[src/rtl/dma_swreq_regs.sv]
module dma_swreq_regs #(
  parameter int NCH = 8
) (
  input  logic           clk,
  input  logic           rst_n,
  input  logic           wr_en,
  input  logic [3:0]     wr_addr,
  input  logic [NCH-1:0] wr_data,
  input  logic [3:0]     rd_addr,
  output logic [NCH-1:0] rd_data,
  output logic [NCH-1:0] src_req,
  output logic [NCH-1:0] src_burst,
  input  logic [NCH-1:0] src_ack,
  input  logic [NCH-1:0] src_done,
  output logic           src_irq,
  output logic [NCH-1:0] dst_req,
  output logic [NCH-1:0] dst_burst,
  input  logic [NCH-1:0] dst_ack,
  input  logic [NCH-1:0] dst_done,
  output logic           dst_irq
);
  localparam logic [2:0] K_SGL = 3'd0;
  localparam logic [2:0] K_BST = 3'd1;
  localparam logic [2:0] K_STA = 3'd2;
  localparam logic [2:0] K_IEN = 3'd3;
  localparam logic [2:0] K_MSK = 3'd4;

  logic [1:0][NCH-1:0] req_w, typ_w, ack_w, done_w, rdv;
  logic [1:0]          irq_w;

  assign ack_w  = {dst_ack, src_ack};
  assign done_w = {dst_done, src_done};

  for (genvar s = 0; s < 2; s++) begin : g_side
    logic [NCH-1:0] sgl, bst, busy, typ, stat, ien, imsk, acc, fin;
    logic hit;

    assign hit = wr_en && (wr_addr[3] == 1'(s));
    assign acc = ack_w[s] & req_w[s];
    assign fin = done_w[s] & busy;
    assign req_w[s] = sgl & ~busy;
    assign typ_w[s] = (busy & typ) | (~busy & sgl & bst);
    assign irq_w[s] = |(stat & ien & ~imsk);

    always_ff @(posedge clk or negedge rst_n) begin
      if (!rst_n) begin
        sgl  <= '0;
        bst  <= '0;
        busy <= '0;
        typ  <= '0;
        stat <= '0;
        ien  <= '0;
        imsk <= '0;
      end else begin
        sgl  <= (sgl & ~fin) | ((hit && wr_addr[2:0] == K_SGL) ? wr_data : '0);
        bst  <= (bst & ~fin) | ((hit && wr_addr[2:0] == K_BST) ? wr_data : '0);
        busy <= (busy & ~fin) | acc;
        typ  <= (typ & ~acc) | (acc & bst);
        stat <= (stat & ~((hit && wr_addr[2:0] == K_STA) ? wr_data : '0)) | fin;
        if (hit && wr_addr[2:0] == K_IEN) ien  <= wr_data;
        if (hit && wr_addr[2:0] == K_MSK) imsk <= wr_data;
      end
    end

    always_comb begin
      case (rd_addr[2:0])
        K_SGL:   rdv[s] = sgl;
        K_BST:   rdv[s] = bst;
        K_STA:   rdv[s] = stat;
        K_IEN:   rdv[s] = ien;
        K_MSK:   rdv[s] = imsk;
        default: rdv[s] = '0;
      endcase
    end
  end

  assign rd_data   = rd_addr[3] ? rdv[1] : rdv[0];
  assign src_req   = req_w[0];
  assign dst_req   = req_w[1];
  assign src_burst = typ_w[0];
  assign dst_burst = typ_w[1];
  assign src_irq   = irq_w[0];
  assign dst_irq   = irq_w[1];
endmodule


[config.mk]
export PLATFORM = sky130hd
export DESIGN_NAME = dma_swreq_regs
export DESIGN_NICKNAME = d
export VERILOG_FILES = /design/src/rtl/dma_swreq_regs.sv
export SDC_FILE = /design/constraint.sdc
export NUM_CORES = 1
export LEC_CHECK = 0
export BUFFER_PORTS_ARGS = -buffer_cell sky130_fd_sc_hd__buf_4
export CORE_ASPECT_RATIO = 1.4
export CORE_MARGIN = 1.5
export CORE_UTILIZATION = 51
export CTS_CLUSTER_DIAMETER = 50
export CTS_CLUSTER_SIZE = 25
export DETAILED_ROUTE_END_ITERATION = 8
export PLACE_DENSITY_LB_ADDON = 0.08
export SLEW_MARGIN = 20
export SYNTH_ARGS = -nofsm -noshare
export SYNTH_HDL_FRONTEND = slang
export SYNTH_SLANG_ARGS = --single-unit
[constraint.sdc]
create_clock -name clk -period 1.3 [get_ports clk]
set_input_delay 0.065 -clock clk [delete_from_list [all_inputs] [get_ports clk]]
set_output_delay 0.065 -clock clk [all_outputs]
set_load 0.05 [all_outputs]
Yosys cells after proc, flatten, opt, wreduce, memory -nomap -nowiden
Index checks and enable logic that the tools add are counted.
- shift operators: 0
- multiply operators: 0
- reduce and logical (&&, ||, !) cells: 16
- eq/ne operators: 8
- muxes and demuxes: 9
- magnitude comparators: 0
- div/mod/pow operators: 0
- $add $sub $neg: 0
- bitwise logic cells: 49
- operators by type and width (operator ; number):
    $and 8x8->8 ; 26
    $or 8x8->8 ; 12
    $not 8->8 ; 10
    $pmux 8 s5 ; 2
    $mux 8 ; 7
    $reduce_or 8->1 ; 2
    $eq 3x2->1 const B ; 4
    $logic_and 1x1->1 ; 12
    $eq 3x1->1 const B ; 2
    $eq 3x3->1 const B ; 2
    $logic_not 3->1 ; 2
    $not 1->1 ; 1
- RAM bits: 0
- input port bits: 51
- logic and storage cells: 96
- output and inout bits: 42
- memories kept: 0
- memory bits (read-only): 0
- bits in latches: 0
- bits in registers: 112

Logic depth before layout (Yosys ltp)
- word-level depth: 7
- gate-level depth with buffers: 7
- depth with buffers taken out: 5

Least setup slack after synthesis
Ideal clock, no wire load.
- kind: input to output
- from: input port rd_addr[1]
- to: output port rd_data[5]
- slack: -0.750 ns
- cell stages on the path: 7
- arrival time: 1.985 ns
- data required time: 1.235 ns
- path buffers: 2
- cell sequence: buf_2 -> nor2b_1 -> buf_2 -> a22oi_1 -> o211ai_1 -> a31oi_1 -> a211oi_1
- cells in the longest elaborated chain, start to end: 3
- elaborated cells on any way between the ends: 8
- classes of those cells: 4 x eq/ne; 3 x mux; 1 x reduce/logical
- RTL lines (element ; line ; text):
    start, declared ; 9 ; input logic [3:0] rd_addr,
    $eq 3x3->1, or another cell as far along ; 66 ; case (rd_addr[2:0])
    $pmux 8 s5 ; 66 ;
    $mux 8 * ; 77 ; assign rd_data = rd_addr[3] ? rdv[1] : rdv[0];
    end, declared ; 10 ; output logic [NCH-1:0] rd_data,
Mark *: on every way between the ends. The rest lies on a longest branch, timed or not.

Worst setup path in the final report
- from: register g_side[0].sgl[1]
- to: output port rd_data[1]
- cells in the longest elaborated chain, start to end: 2
- RTL lines (element ; line ; text):
    start, declared ; 35 ; logic [NCH-1:0] sgl, bst, busy, typ, stat, ien, imsk, acc, fin;
    start signal, assigned ; 55 ; sgl <= (sgl & ~fin) | ((hit && wr_addr[2:0] == K_SGL) ? wr_data : '0);
    $pmux 8 s5 ; 66 ;
    $mux 8 ; 77 ;
No other way between the ends.

==> key figures <==
Synthesis
  – Synth Instances: 516
  – Top FF cell, synth: dfrtp_1
  – Seq cells post-synth: 112
  – Avg Inst Size Synth: 10.7 um2
  – Ranking of synthesized cells by area: dfrtp_1, mux2_2, a22o_1
  – Syn_nets: 567
  – Cell Area, Synth: 5530 um2
  – Most frequent cell after synthesis: dfrtp_1
  – Seq/Total Area, Yosys: 50.7%
  – Share of the synthesized area in the top cell type: 50.7%
  – Post-synth EDFFs: 0
  – Area leader, netlist: dfrtp_1
  – Ys async rst share: 100%
  – Synth cell types: 43
  – Yosys warnings: 0
  – Top cells by count, synth: dfrtp_1, nand2_1, mux2_2, a22o_1, o21ai_0

Cells and area
  – Nets: 777
  – Number of diodes: 0
  – Fillers: 643
  – Layout cell share with drive strength beyond 1: 48.4%
  – Area of the multi-input gates: 3010 um2
  – Final Core Density: 80.5%
  – Area Overhead vs Synth: 52.3%
  – FF/Latch Area: 2810 um2

GRT
  – Initial antenna violation count: 0
  – Largest net degree at the start of global routing: 37
  – Met3 Use GR: 4.41%
  – GR Layer Usage met1: 33.0%
  – Busiest grt layer: met2
  – Total track usage: 26.9%
  – Met2 Usage GRT: 47.4%
  – Vias in the first global route: 4941
  – Overflow after GRT: 0
  – First-pass GRT wire length: 24.4 mm

STA
  – Worst-margin pin slew: 523 ps
  – Final hold vios: 0
  – Fin. max-slew vios: 0
  – Max-slew headroom: 65.1%
  – Period utilisation layout: 147%
  – Setup-failing EPs final: 13
  – RSZ-0062 raised after global routing: yes
  – Setup ws final: -609 ps
  – Final min period: 1910 ps
  – Clock skew: 5.43 ps
  – Fmax: 524 MHz

Detailed routing
  – Detailed Route Iter0 Violations: 182
  – Via density per instance: 5.61
  – # DRC: 0
  – WL/cell: 17.6 um
  – Routed wire length: 15.3 mm
  – Iteration count of the initial detailed-routing pass: 4
  – Post-route ant nets: 0
  – Vias: 4871

Critical path
  – Critical-path cell list: or2_0 > mux4_2 > a21oi_4 > a221oi_4 > buf_6
  – Crit path max fanout: 2
  – Crit path max-delay family: multiplexers
  – Slowest-stage cell, CP: mux4_2
  – Reg-to-reg slack, setup: 30 ps
  – Kind of critical path: flip-flop to output pin
  – Setup crit end kind: output pin
  – WP buf/inv: 1
  – Nature of the critical path startpoint: flip-flop
  – Worst path max stage delay: 500 ps
  – CP Data Required Time: 1240 ps
  – CP Data Arrival Time: 1840 ps

Clock network
  – Skew-Pair Late Insertion Delay: 350 ps
  – Clock root cell: clkbuf_16
  – Htree depth: 3
  – Worst-path clk slew: 70 ps
  – TritonCTS clock tree: done
  – Buffer levels on the longest clock path: 2
  – Clock sink count: 112
  – TritonCTS Buffers: 9

Pwr
  – Max IR drop VDD: 0.00157 V
  – Total power draw: 0.0164 W
  – Leakage: 3.86 nW
  – PwrDens: 1950 nW/um2

Placement
  – Port Buffers: 92
  – GP Congestion: 0.821
  – Hpwl dp: 10.4 mm

Floorplan
  – Starting Density: 52.8%
  – # rows: 44
  – Ports: 93
  – Core box area: 10500 um2
  – Die X-Extent: 91.0 um
  – Die height: 126 um
  – Die Area: 11500 um2

Outcome
  – Outcome: finished, violations left
  – Failing checks: negative setup slack

Job
  – Max-cap violations: 0

Min path
  – Tightest Hold Check Type: input pin to flip-flop
==> per-layer routing <==
metal  up-vias  routed length [um]
met3        28                 528
met2       118                8130
met1      2449                6220
met4         0                 388
li1       2276                   -
met5         -                   0
==> cells in the final DEF (no fill, tap or decap), types with 4 or more instances in the layout <==
cell / instances
buf_4: 127
and3_1: 6
a22o_1: 48
nand2_1: 83
dfrtp_1: 108
dlygate4sd3_1: 33
nand2_4: 7
nor2b_1: 5
buf_6: 51
inv_1: 19
o21ai_2: 14
mux4_2: 6
buf_8: 4
nor2b_2: 13
nor2_4: 6
a21oi_2: 4
buf_12: 5
nor2_1: 11
dfrtp_2: 4
o21ai_0: 19
nand2_2: 10
a21oi_1: 8
clkbuf_16: 9
a22oi_1: 4
o22ai_1: 4
nand3b_1: 5
mux2_2: 47
==> worst reg2reg max path, delay by kind of cell, from the launching register on <==
kind          cells  cell delay (ps)
mux               1              290
buf+inv           2              260
simple gates      2              200
flops             1              410
==> repair_timing <==
| action | CTS | global route |
|---|---|---|
| pin swaps | 20 | 16 |
| setup buffers | 7 | 7 |
| endpoints found under the hold margin | 64 | 0 |
| hold buffers | 33 | 0 |
| gates resized for setup | 57 | 77 |
| endpoints found under the setup margin | 19 | 35 |
| cloned | 0 | 0 |
==> report_power, final <==
group	switching, W	internal (W)
Combinational	0.00369	0.00372
Clock	0.00122	0.00188
Sequential	0.00121	0.00469
Total	0.00613	0.0103
==> path summary, 6_finish.rpt <==
kind | from | to | cells past startpoint
min in group asynchronous | rst_n | g_side[0].sgl[4] | 2
setup / recovery | g_side[0].sgl[1] | rd_data[1] | 5
hold / removal | wr_data[2] | g_side[1].sgl[2] | 2
setup reg to reg | g_side[0].sgl[7] | flip-flop | 5
hold reg to reg | flip-flop | flip-flop | 1
max in group asynchronous | rst_n | g_side[1].busy[1] | 3
==> final cells by class <==
| type | count | share of cell area, % |
|---|---|---|
| Multi-Input combinational cell | 363 | 35.7 |
| Clock buffer | 10 | 2.72 |
| Tap cell | 138 | 2.05 |
| Timing Repair Buffer | 220 | 24.0 |
| Clock inverter | 6 | 1.28 |
| Sequential cell | 112 | 33.4 |
| Inverter | 20 | 0.892 |
==> cell families (layout without fill, tap and decap cells) <==
family	count (synthesis)	after routing	share of synthesized area [%]
and+or+nand+nor	171	171	15.7
AOI/OAI and AO/OA	132	132	17.0
buffers and inverters	41	256	3.21
muxes	60	60	13.4
DFF	112	112	50.7
==> through the flow <==
| stage | setup WS (ps) | area [um2] | TNS, ps | cells | hold slack (ps) |
|---|---|---|---|---|---|
| global route | -644 | 8420 | -4930 | 869 | 26.8 |
| floorplan | -205 | 5740 | -2160 | 516 | -231 |
| CTS | -581 | 8100 | -4110 | 864 | 23.2 |
| finish | -609 | 8420 | -4120 | 869 | 33.6 |
| global placement | -308 | 7150 | -1490 | 809 | 70.8 |
| detailed placement | -309 | 7150 | -1700 | 809 | 73.0 |
No activity file was read; power rests on OpenSTA's default activity.
